`config.mk`:
```
export PLATFORM = sky130hd
export DESIGN_NAME = tick_timer_bank
export DESIGN_NICKNAME = d
export VERILOG_FILES = /design/src/rtl/tick_timer_pkg.sv /design/src/rtl/tick_down_counter.sv /design/src/rtl/tick_timer_regs.sv /design/src/rtl/tick_timer_bank.sv
export SDC_FILE = /design/constraint.sdc
export NUM_CORES = 1
export LEC_CHECK = 0
export BUFFER_PORTS_ARGS = -buffer_cell sky130_fd_sc_hd__buf_2
export CORE_MARGIN = 3
export CORE_UTILIZATION = 55
export CTS_CLUSTER_DIAMETER = 60
export DETAILED_ROUTE_END_ITERATION = 10
export HOLD_SLACK_MARGIN = 0.03
export MAX_ROUTING_LAYER = met4
export PLACE_DENSITY = 0.73
export SYNTH_ARGS = -nofsm -noshare
export SYNTH_HDL_FRONTEND = slang
export SYNTH_SLANG_ARGS = --single-unit
```
`constraint.sdc`:
```
create_clock -name clk -period 3.5 [get_ports clk]
set_clock_uncertainty 0.05 [all_clocks]
set_input_delay 0.7 -clock clk [delete_from_list [all_inputs] [get_ports clk]]
set_output_delay 0.7 -clock clk [all_outputs]
set_load 0.005 [all_outputs]
```
`src/rtl/tick_timer_pkg.sv`:
```
package tick_timer_pkg;

    localparam int unsigned ADDR_W       = 4;
    localparam int unsigned DATA_W       = 16;
    localparam logic [ADDR_W-1:0] CTL_WORD = 4'd7;
    localparam int unsigned DIV_WORD_BASE = 8;
    localparam int unsigned IEN_LSB      = 1;
    localparam int unsigned FLAG_LSB     = 9;

endpackage

```
`src/rtl/tick_down_counter.sv`:
```
module tick_down_counter #(
    parameter int unsigned DW = 16
) (
    input  logic          clk,
    input  logic          rst_n,
    input  logic          load,
    input  logic [DW-1:0] load_val,
    input  logic          cnt_en,
    output logic [DW-1:0] div_o,
    output logic          tc_o
);

    typedef struct packed {
        logic [DW-1:0] div;
        logic [DW-1:0] cnt;
    } cnt_state_t;

    cnt_state_t st_d, st_q;
    logic       run;
    logic       at_end;

    always_comb begin
        run    = cnt_en && (st_q.div != '0);
        at_end = (st_q.cnt <= DW'(1));
        tc_o   = run && at_end;
        st_d   = st_q;
        if (load) begin
            st_d.div = load_val;
            st_d.cnt = load_val;
        end else if (tc_o) begin
            st_d.cnt = st_q.div;
        end else if (run) begin
            st_d.cnt = st_q.cnt - DW'(1);
        end
    end

    always_ff @(posedge clk or negedge rst_n) begin
        if (!rst_n) begin
            st_q <= '0;
        end else begin
            st_q <= st_d;
        end
    end

    assign div_o = st_q.div;

endmodule

```
`src/rtl/tick_timer_regs.sv`:
```
module tick_timer_regs
    import tick_timer_pkg::*;
#(
    parameter int unsigned NT = 3,
    parameter int unsigned DW = 16
) (
    input  logic                  clk,
    input  logic                  rst_n,
    input  logic                  ctl_wr,
    input  logic                  rd_en,
    input  logic [ADDR_W-1:0]     rd_addr,
    input  logic [DW-1:0]         wdata,
    input  logic [NT-1:0]         tc,
    input  logic [NT:0][DW-1:0]   div_all,
    output logic [DW-1:0]         rdata,
    output logic                  irq,
    output logic [NT-1:0]         flag_o,
    output logic [NT-1:0]         ien_o
);

    localparam int unsigned NDIV = NT + 1;

    typedef struct packed {
        logic [NT-1:0] flag;
        logic [NT-1:0] ien;
        logic          irq;
        logic [DW-1:0] rdata;
    } regs_state_t;

    regs_state_t st_d, st_q;
    logic [DW-1:0] ctl_word;
    logic [DW-1:0] sel_word;
    logic [NT-1:0] clr_mask;

    always_comb begin
        ctl_word = '0;
        ctl_word[FLAG_LSB +: NT] = st_q.flag;
        ctl_word[IEN_LSB  +: NT] = st_q.ien;

        sel_word = '0;
        if (rd_addr == CTL_WORD) begin
            sel_word = ctl_word;
        end
        for (int i = 0; i < NDIV; i++) begin
            if (int'(rd_addr) == DIV_WORD_BASE + i) begin
                sel_word = div_all[i];
            end
        end

        clr_mask = ctl_wr ? wdata[FLAG_LSB +: NT] : '0;

        st_d       = st_q;
        st_d.flag  = (st_q.flag & ~clr_mask) | tc;
        if (ctl_wr) begin
            st_d.ien = wdata[IEN_LSB +: NT];
        end
        st_d.irq   = |(st_q.flag & st_q.ien);
        st_d.rdata = rd_en ? sel_word : '0;
    end

    always_ff @(posedge clk or negedge rst_n) begin
        if (!rst_n) begin
            st_q <= '0;
        end else begin
            st_q <= st_d;
        end
    end

    assign rdata  = st_q.rdata;
    assign irq    = st_q.irq;
    assign flag_o = st_q.flag;
    assign ien_o  = st_q.ien;

endmodule

```
`src/rtl/tick_timer_bank.sv`:
```
module tick_timer_bank
    import tick_timer_pkg::*;
#(
    parameter int unsigned NUM_CNT = 4
) (
    input  logic              clk,
    input  logic              rst_n,
    input  logic              bus_sel,
    input  logic [3:0]        bus_addr,
    input  logic              bus_wr,
    input  logic [15:0]       bus_wdata,
    output logic [15:0]       bus_rdata,
    output logic              irq
);

    localparam int unsigned NT = NUM_CNT - 1;
    localparam int unsigned DW = DATA_W;

    logic [NUM_CNT-1:0]         tc_w;
    logic [NUM_CNT-1:0]         en_w;
    logic [NUM_CNT-1:0]         ld_w;
    logic [NUM_CNT-1:0][DW-1:0] div_w;
    logic [NT-1:0]              flag_w;
    logic [NT-1:0]              ien_w;
    logic                       wr_hit;
    logic                       rd_hit;
    logic                       ctl_wr;

    assign wr_hit = bus_sel && bus_wr;
    assign rd_hit = bus_sel && !bus_wr;
    assign ctl_wr = wr_hit && (bus_addr == CTL_WORD);

    generate
        for (genvar g = 0; g < NUM_CNT; g++) begin : g_cnt
            assign ld_w[g] = wr_hit && (int'(bus_addr) == DIV_WORD_BASE + g);
            if (g == 0) begin : g_pre
                assign en_w[g] = 1'b1;
            end else begin : g_usr
                assign en_w[g] = tc_w[0];
            end
            tick_down_counter #(.DW(DW)) u_cnt (
                .clk      (clk),
                .rst_n    (rst_n),
                .load     (ld_w[g]),
                .load_val (bus_wdata),
                .cnt_en   (en_w[g]),
                .div_o    (div_w[g]),
                .tc_o     (tc_w[g])
            );
        end
    endgenerate

    tick_timer_regs #(.NT(NT), .DW(DW)) u_regs (
        .clk     (clk),
        .rst_n   (rst_n),
        .ctl_wr  (ctl_wr),
        .rd_en   (rd_hit),
        .rd_addr (bus_addr),
        .wdata   (bus_wdata),
        .tc      (tc_w[NUM_CNT-1:1]),
        .div_all (div_w),
        .rdata   (bus_rdata),
        .irq     (irq),
        .flag_o  (flag_w),
        .ien_o   (ien_w)
    );

endmodule

```
# Yosys cells after proc, flatten, opt, wreduce, memory -nomap -nowiden
# Cells that the tools add are included.
# totals
ff_bits	151
latch_bits	0
ram_bits	0
rom_bits	0
input_bits	24
output_inout_bits	17
elab_cells	72
memories	0
# classes
add_sub_neg	4
n_mul	0
div	0
n_lt_le_gt_ge	4
eq_ne	5
shift	0
n_mux	19
bitwise_logic	4
reduce_logical	24
# op_table
operator	n
$mux W16	17
$le A16 B1 Y1 const B	4
$reduce_bool A16 Y1	4
$sub A16 B1 Y16 const B	4
$eq A4 B4 Y1 const B	4
$logic_and A1 B1 Y1	14
$mux W12	1
$reduce_bool A3 Y1	4
$and A3 B3 Y3	2
$eq A4 B3 Y1 const B	1
$mux W3	1
$not A3 Y3	1
$or A3 B3 Y3	1
$reduce_or A3 Y1	1
$logic_not A1 Y1	1

# Logic depth before layout (Yosys ltp)
# Gate-level depths: netlist (run 1).
# depth
depth_word	7
mapped_depth	11
mapped_depth_nobuf	8

# Hierarchy
# From an unflattened synthesis (run 1), not the netlist that was laid out.
# unflattened
hier_cells	1030
area_unflattened_um2	9690.5
# modules_own_cells
mod	instances	cells_each	area_per_inst_um2	seq_area_each_um2
tick_down_counter at g_cnt[0].u_cnt ...	2	222	2099.5	800.8
tick_down_counter at g_cnt[2].u_cnt ...	2	223	2029.4	800.8
tick_timer_regs	1	130	1346.3	575.6
tick_timer_bank	1	10	86.3	0.0

# Worst setup path after synthesis (run 1)
# No wires, ideal clock.
# synth_path
path_kind	register -> register
start	reg g_cnt[3].u_cnt.st_q[10] (netlist name)
end	reg g_cnt[3].u_cnt.st_q[12] (netlist name)
setup_time_ps	69
t_arrival_ps	2090
required_time_ps	3381
slack_ps	1291
stages_incl_launch_ff	7
period_less_slack_ps	2209
cell_sequence	dfrtp_1 -> or4_4 -> nor4_4 -> and2_4 -> nor2_1 -> or4_1 -> nand3_1
# synth_via
elab_chain_len	4
word_cells_on_any_way	7
# synth_lines
element	line	text
start, declared	tick_down_counter.sv:18	cnt_state_t st_d, st_q;
start signal, assigned	tick_down_counter.sv:41	st_q <= st_d;
$sub A16 B1 Y16 / $le A16 B1 Y1 (equally long branches)	tick_down_counter.sv:33, tick_down_counter.sv:24	
$mux W16 / $logic_and A1 B1 Y1 (equally long branches)	tick_down_counter.sv:32, tick_down_counter.sv:25	
$mux W16	tick_down_counter.sv:30	end else if (tc_o) begin
$mux W16	tick_down_counter.sv:27	if (load) begin
# Several ways; a longest one is shown, not always the timed one. The select of a mux whose other input is x is not followed.
# A chain may end at the register's enable or synchronous reset.

# Worst setup path in the final report (run 1)
# layout_path
start	reg g_cnt[0].u_cnt.st_q[0] (netlist name)
end	reg g_cnt[2].u_cnt.st_q[2] (netlist name)
# layout_via
elab_chain_len	6
word_cells_on_any_way	7
# layout_lines
element	line	text
start, declared	tick_down_counter.sv:18	
start signal, assigned	tick_down_counter.sv:41	
$le A16 B1 Y1 *	tick_down_counter.sv:24	at_end = (st_q.cnt <= DW'(1));
$logic_and A1 B1 Y1 *	tick_down_counter.sv:25	tc_o = run && at_end;
$logic_and A1 B1 Y1 *	tick_down_counter.sv:23	run = cnt_en && (st_q.div != '0);
$logic_and A1 B1 Y1	tick_down_counter.sv:25	
$mux W16	tick_down_counter.sv:30	
$mux W16	tick_down_counter.sv:27	
end signal, assigned	tick_down_counter.sv:41	
end, declared	tick_down_counter.sv:18	
# Mark *: on every way between the ends. The rest lies on a longest branch, timed or not.

==> results of run 1 <==
==> through the flow <==
step	instance area [sq um]	setup WS (ps)	std cells	hold WS [ps]
2_1_floorplan	8662	1291	1019	354.4
3_3_place_gp	9081	714.8	1230	459.9
3_5_place_dp	9081	600.7	1230	456.6
4_1_cts	9698	564.8	1262	243.5
5_1_grt	9701	218.2	1263	262.4
6_report	9701	489.5	1263	218.7
==> layer usage <==
layer	share of wire, %	GRT usage (%)	up-vias
li1	-	-	3735
met1	42	44.60	3926
met2	46	47.94	443
met3	9.1	5.475	64
met4	2.6	9.335	0
met5	0	-	-
==> final cells by class <==
cell class / instances / area (sq um) / area share [%]
Multi-Input combinational cell: 779 / 4546 / 46.86
Sequential cell: 151 / 3779 / 38.95
Clock buffer: 22 / 474.2 / 4.888
Timing Repair Buffer: 64 / 399.1 / 4.115
Tap cell: 211 / 264.0 / 2.722
Clock inverter: 10 / 142.6 / 1.470
Inverter: 25 / 93.84 / 0.9674
Antenna cell: 1 / 2.502 / 0.02580
==> cells in the mapped netlist (all sizes together) (7+ instances only) <==
cell and n:
and3 8, o22ai 11, a21oi 36, dfrtp 151, nor3b 7, inv 25, a21o 8, xor2 7
xnor2 8, nor4 28, nor2b 9, nand3b 7, or3 9, o22a 19, ha 8, clkbuf 52
nand3 31, o211ai 9, a211oi 16, buf 12, o21ai 66, a2bb2oi 8, nand4 14, nor3 33
nor2 72, mux2i 31, a31oi 15, nand2 227
==> kinds of logic after synthesis <==
family | count (synthesis)
compound gates | 245
xor+xnor | 15
fa+ha+maj | 8
buf+inv | 89
flops | 151
mux | 37
simple gates | 474
==> state kept, by name, summed over array words and instances (netlist names) <==
| signal | flops |
|---|---|
| u_regs.ien_o | 3 |
| u_regs.flag_o | 3 |
| u_regs.irq | 1 |
| u_regs.rdata | 16 |
| g_cnt.u_cnt.div_o | 64 |
| g_cnt.u_cnt.st_q | 64 |
==> where the power goes <==
group | internal (W) | leakage [nW] | total [W] | switching (W)
sequential | 0.00208 | 1.84 | 0.00255 | 0.000475
clock | 0.00118 | 0.289 | 0.00193 | 0.000748
combinational | 0.000444 | 2.24 | 0.000980 | 0.000536
total | 0.00371 | 4.37 | 0.00546 | 0.00176
==> how the worst min path moves through the flow <==
stage,endpoint,from,slack [ps],cells past startpoint
after global routing,g_cnt[0].u_cnt.div_o[12],rst_n,260,1
after floorplan,g_cnt[0].u_cnt.div_o[0],rst_n,350,0
after CTS,g_cnt[0].u_cnt.div_o[12],rst_n,240,1
after global placement,u_regs.flag_o[0],u_regs.flag_o[0],460,2
final,g_cnt[0].u_cnt.st_q[12],rst_n,220,1
after detailed placement,u_regs.flag_o[0],u_regs.flag_o[0],460,2
==> implementation parameters, run 1 <==
Parameter                              Value

Outcome
  Run status    finished, final reports clean

Clock network
  Later-pin clock latency in the skew report    approximately 430 ps
  Num CTS Buffers    17
  Buffer type at the clock tree root    sky130_fd_sc_hd__clkbuf_16
  CTS-repair resized insts    0
  Clock tree buffer depth    2
  H-Tree Level Count    4
  Clock slew seen by the registers of the worst setup and hold paths    70 ps
  Clock tree from TritonCTS    yes
  Buffers inserted by post-CTS timing repair    0
  Number of buffers inserted for hold repair after clock tree synthesis    0
  Number of sinks on the clock net    around 150

Placed design
  Sum of net half-perimeters after detailed placement    roughly 18 mm
  Port Buf Inserts    40
  Gp weighted congestion    0.9796

Setup path
  Startpoint type of the worst setup path    flip-flop
  Destination of the worst register-to-register timing path    g_cnt[2].u_cnt.st_q[2]
  Count of cells along the worst register-to-register path    9
  Reg2reg start    g_cnt[0].u_cnt.st_q[0]
  Worst Setup Path Type    flip-flop to flip-flop
  Largest driver fanout on the critical path    11
  Worst Path Arrival    3270 ps
  Crit-path cells    inv_1 -> ha_1 -> o21ba_2 -> and2_0 -> nand4_1 -> buf_4 -> nand2_1 -> o21ai_0 -> a221o_1
  Category of the worst setup path capture point    flip-flop
  Cell class contributing the biggest share of worst-path delay    simple AND/OR/NAND/NOR gates
  Worst setup path start    g_cnt[0].u_cnt.st_q[0]
  Levels on crit path    9
  Crit path buf inv count    2
  Required time of the critical path    3760 ps
  Crit path capture    g_cnt[2].u_cnt.st_q[2]
  Slowest cell on crit path    sky130_fd_sc_hd__nand4_1
  Largest stage delay on the critical path    570 ps
  Minimum setup slack among reg-to-reg paths    490 ps

Timing
  Max_slew headroom    45.13%
  FMAX    0.3322 GHz
  Final critical path time including I/O delays and setup    roughly 3000 ps
  Slew @ Worst Pin    823.1 ps
  Final number of max-transition violations    0
  Setup repair after global routing missed its margin    no
  Ratio of final minimum period to clock period    86.01%
  Total of endpoints with negative setup slack in the final report    0
  Final hold violations    0
  Summed negative setup slack over all endpoints    0 ps

GRT
  Largest net degree at the start of global routing    68
  All-Layer GR Usage    31.82%
  Number of global-route vias before repair    about 7500
  Antenna violations before repair    2
  Total global routing overflow    0
  Wire length of the first global-routing pass    ~42 mm

Route
  Via Count    between 8000 and 9000
  First-pass detailed-route iteration total    9
  Total routed wirelength    26.75 mm
  Post-detailed-route wirelength per cell    21.18 um
  Drt drc    0
  Count of antenna-violating nets left after detailed routing    0
  Initial DRC count    1102
  Routed via count divided by cell count    around 6.5

Floorplanning
  Core outline area    between 0.015 and 0.02 sq mm
  Die H    ~130 um
  Placement row count    45
  Full die area    0.01729 sq mm
  Initial Utilization    56.56%
  X dimension of the die    131.5 um
  Top-level port count    between 40 and 50

Synth
  Compound-gate portion of the synthesized area    a little under a fifth
  Instance count of the mapped netlist    1019
  Cell area after synthesis    approximately 0.0087 sq mm
  Xor and xnor area share after synthesis    under 10%
  Total of warnings raised by yosys    0
  Library cells used by synthesis    74
  Largest area contributor in the synthesized netlist    sky130_fd_sc_hd__dfrtp_1
  Largest family of logic cells by synthesized area    simple AND/OR/NAND/NOR gates
  Synth Area in Simple Gates    around a quarter
  Async set-reset flop share out of synthesis    100.0%
  Syn Area/Cell    around 8.5 sq um
  Fraction of the yosys area taken by sequential cells    roughly 44%
  Number of flops mapped to enable cells by yosys    0
  Number of nets in the synthesized netlist    approximately 1100
  Top cells by area, synth    sky130_fd_sc_hd__dfrtp_1, sky130_fd_sc_hd__nand2_1, sky130_fd_sc_hd__o21ai_0
  Adder and majority gate portion of the synthesized area    1.156%
  Share of the synthesized area in the top cell type    a little over two fifths
  Most frequently used flop master after synthesis    sky130_fd_sc_hd__dfrtp_1
  FF+latch count, synth    151
  Fraction of synthesized area in multiplexers    4.492%

Final layout
  Layout Area Growth over Synthesis    11.99%
  Post-layout utilization of the core    about 63%
  Count of fill cells added during filler insertion    1341
  Most used cells in the layout excluding fill and tap cells    sky130_fd_sc_hd__nand2_1, sky130_fd_sc_hd__dfrtp_1, sky130_fd_sc_hd__nor2_1
  Layout cell share with drive strength beyond 1    10.94%
  Number of nets in the final layout    1070
  Leading cell type in the layout, fill and taps excluded    sky130_fd_sc_hd__nand2_1

Pwr
  Static Leak    between 4 and 5 nW
  Power density relative to cell area    563.3 mW/mm^2
  Overall power    around 0.0055 W
  VDD IR-drop max    371.8 uV

Run
  Count of maximum capacitance violations    0

Worst hold path
  HP Class    input port to async pin
(Power assumes the default switching activity.)
==> run 2, diff against run 1 <==
Settings changed: CORE_UTILIZATION 55 to 45, PLACE_DENSITY 0.73 to default.
==> implementation parameters, run 2 (synthesis gave the netlist of run 1 again) <==
Parameter                              Value

Outcome
  Run status    finished, final reports clean (unchanged)

Timing
  Total of endpoints with negative setup slack in the final report    0 (unchanged)
  FMAX    0.3380 GHz (was 0.3322 GHz)
  Setup repair after global routing missed its margin    no (unchanged)
  Max_slew headroom    35.38% (was 45.13%)
  Slew @ Worst Pin    968.4 ps (was 823.1 ps)
  Final number of max-transition violations    0 (unchanged)
  Summed negative setup slack over all endpoints    0 ps (unchanged)
  Ratio of final minimum period to clock period    84.52% (was 86.01%)
  Final critical path time including I/O delays and setup    2958 ps (was 3010 ps)
  Final hold violations    0 (unchanged)

Floorplanning
  Core outline area    0.01883 sq mm (was 0.01531 sq mm)
  Full die area    0.02095 sq mm (was 0.01729 sq mm)
  Die H    144.7 um (was 131.5 um)
  X dimension of the die    144.7 um (was 131.5 um)
  Initial Utilization    46.00% (was 56.56%)
  Top-level port count    41 (unchanged)
  Placement row count    50 (was 45)

Clock network
  Later-pin clock latency in the skew report    430 ps (about the same)
  CTS-repair resized insts    0 (unchanged)
  Clock tree from TritonCTS    yes (unchanged)
  Buffers inserted by post-CTS timing repair    0 (unchanged)
  Number of buffers inserted for hold repair after clock tree synthesis    0 (unchanged)
  Buffer type at the clock tree root    sky130_fd_sc_hd__clkbuf_16 (unchanged)
  Clock tree buffer depth    2 (unchanged)
  Number of sinks on the clock net    151 (unchanged)
  Clock slew seen by the registers of the worst setup and hold paths    60 ps (was 70 ps)
  H-Tree Level Count    4 (unchanged)
  Num CTS Buffers    17 (unchanged)

Worst hold path
  HP Class    input port to async pin (unchanged)

Setup path
  Crit-path cells    inv_1 -> ha_1 -> o21ba_2 -> and2_0 -> nand4_1 -> or4b_2 -> nand3_1 (was inv_1 -> ha_1 -> o21ba_2 -> and2_0 -> nand4_1 -> buf_4 -> nand2_1 -> o21ai_0 -> a221o_1)
  Category of the worst setup path capture point    flip-flop (unchanged)
  Worst Setup Path Type    flip-flop to flip-flop (unchanged)
  Reg2reg start    g_cnt[0].u_cnt.st_q[0] (unchanged)
  Crit path buf inv count    1 (was 2)
  Destination of the worst register-to-register timing path    g_cnt[1].u_cnt.st_q[6] (was g_cnt[2].u_cnt.st_q[2])
  Required time of the critical path    3820 ps (was 3760 ps)
  Startpoint type of the worst setup path    flip-flop (unchanged)
  Count of cells along the worst register-to-register path    7 (was 9)
  Cell class contributing the biggest share of worst-path delay    simple AND/OR/NAND/NOR gates (unchanged)
  Largest driver fanout on the critical path    12 (was 11)
  Largest stage delay on the critical path    830 ps (was 570 ps)
  Worst Path Arrival    3270 ps (about the same)
  Slowest cell on crit path    sky130_fd_sc_hd__or4b_2 (was sky130_fd_sc_hd__nand4_1)
  Minimum setup slack among reg-to-reg paths    540 ps (was 490 ps)

GRT
  Wire length of the first global-routing pass    44.29 mm (was 42.31 mm)
  Total global routing overflow    0 (unchanged)
  All-Layer GR Usage    28.51% (was 31.82%)
  Antenna violations before repair    0 (was 2)
  Largest net degree at the start of global routing    74 (was 68)
  Number of global-route vias before repair    7690 (was 7528)

Route
  Count of antenna-violating nets left after detailed routing    0 (unchanged)
  Total routed wirelength    27.92 mm (was 26.75 mm)
  Initial DRC count    776 (was 1102)
  First-pass detailed-route iteration total    6 (was 9)
  Post-detailed-route wirelength per cell    21.28 um (was 21.18 um)
  Routed via count divided by cell count    6.093 (was 6.467)
  Drt drc    0 (unchanged)
  Via Count    7994 (was 8168)

Final layout
  Post-layout utilization of the core    51.79% (was 63.34%)
  Antenna fix cells    0 (was 1)
  Number of nets in the final layout    1071 (was 1070)
  Layout cell share with drive strength beyond 1    11.12% (was 10.94%)
  Layout Area Growth over Synthesis    12.58% (was 11.99%)
  Most used cells in the layout excluding fill and tap cells    sky130_fd_sc_hd__nand2_1, sky130_fd_sc_hd__dfrtp_1, sky130_fd_sc_hd__nor2_1 (unchanged)
  Leading cell type in the layout, fill and taps excluded    sky130_fd_sc_hd__nand2_1 (unchanged)

Pwr
  VDD IR-drop max    296.1 uV (was 371.8 uV)
  Static Leak    4.365 nW (was 4.370 nW)
  Power density relative to cell area    554.0 mW/mm^2 (was 563.3 mW/mm^2)
  Overall power    0.005402 W (was 0.005464 W)

Placed design
  Port Buf Inserts    40 (unchanged)
  Sum of net half-perimeters after detailed placement    19.22 mm (was 18.23 mm)
  Gp weighted congestion    0.9291 (was 0.9796)

Run
  Count of maximum capacitance violations    0 (unchanged)
==> run 2: cell count changes in the layout (fill, tap and decap cells not counted), sizes merged <==
cell	delta
buf	+1
bufinv	-1
clkbuf	-3
clkinv	+2
clkinvlp	+1
diode	-1
inv	+1
==> run 2: worst max path at each step <==
stage / startpoint / endpoint / slack (ps) / depth (start not counted)
final: g_cnt[0].u_cnt.st_q[0] / g_cnt[1].u_cnt.st_q[6] / 540 / 7
after global routing: g_cnt[0].u_cnt.st_q[0] / g_cnt[2].u_cnt.st_q[11] / 310 / 8
after detailed placement: g_cnt[0].u_cnt.st_q[0] / g_cnt[1].u_cnt.st_q[6] / 590 / 7
after floorplan: g_cnt[3].u_cnt.st_q[10] / g_cnt[3].u_cnt.st_q[12] / 1290 / 6
after global placement: g_cnt[0].u_cnt.st_q[0] / g_cnt[2].u_cnt.st_q[11] / 670 / 8
after CTS: g_cnt[0].u_cnt.st_q[0] / g_cnt[1].u_cnt.st_q[6] / 590 / 7
==> run 2: power by group <==
| part | internal (W) | switching, W | leakage [nW] |
|---|---|---|---|
| registers | 0.00208 | 0.000474 | 1.84 |
| logic | 0.000450 | 0.000534 | 2.25 |
| clock network | 0.00108 | 0.000789 | 0.273 |
==> run 2: stage by stage <==
stage          instances  hold slack [ps]  cell area (sq um)  setup WS (ps)
2_1_floorplan       1019            354.4               8662           1291
3_5_place_dp        1280            470.6               9163          588.0
5_1_grt             1312            302.6               9752          313.6
3_3_place_gp        1280            469.4               9163          666.5
4_1_cts             1312            279.7               9752          586.0
6_report            1312            249.5               9752          541.8
==> run 2: metal layers <==
layer	GRT usage [%]	vias up	share of wire, %
met1	38.94	3891	44
met3	6.342	57	7.6
met5	-	-	0
met4	9.524	0	2.8
li1	-	3728	-
met2	42.18	318	46
==> run 2: cell type report <==
cell class	instances	area [sq um]
Fill cell	1834	9079
Multi-Input combinational cell	779	4546
Sequential cell	151	3779
Clock buffer	19	442.9
Timing Repair Buffer	65	419.2
Tap cell	260	325.3
Clock inverter	13	146.4
Inverter	25	93.84
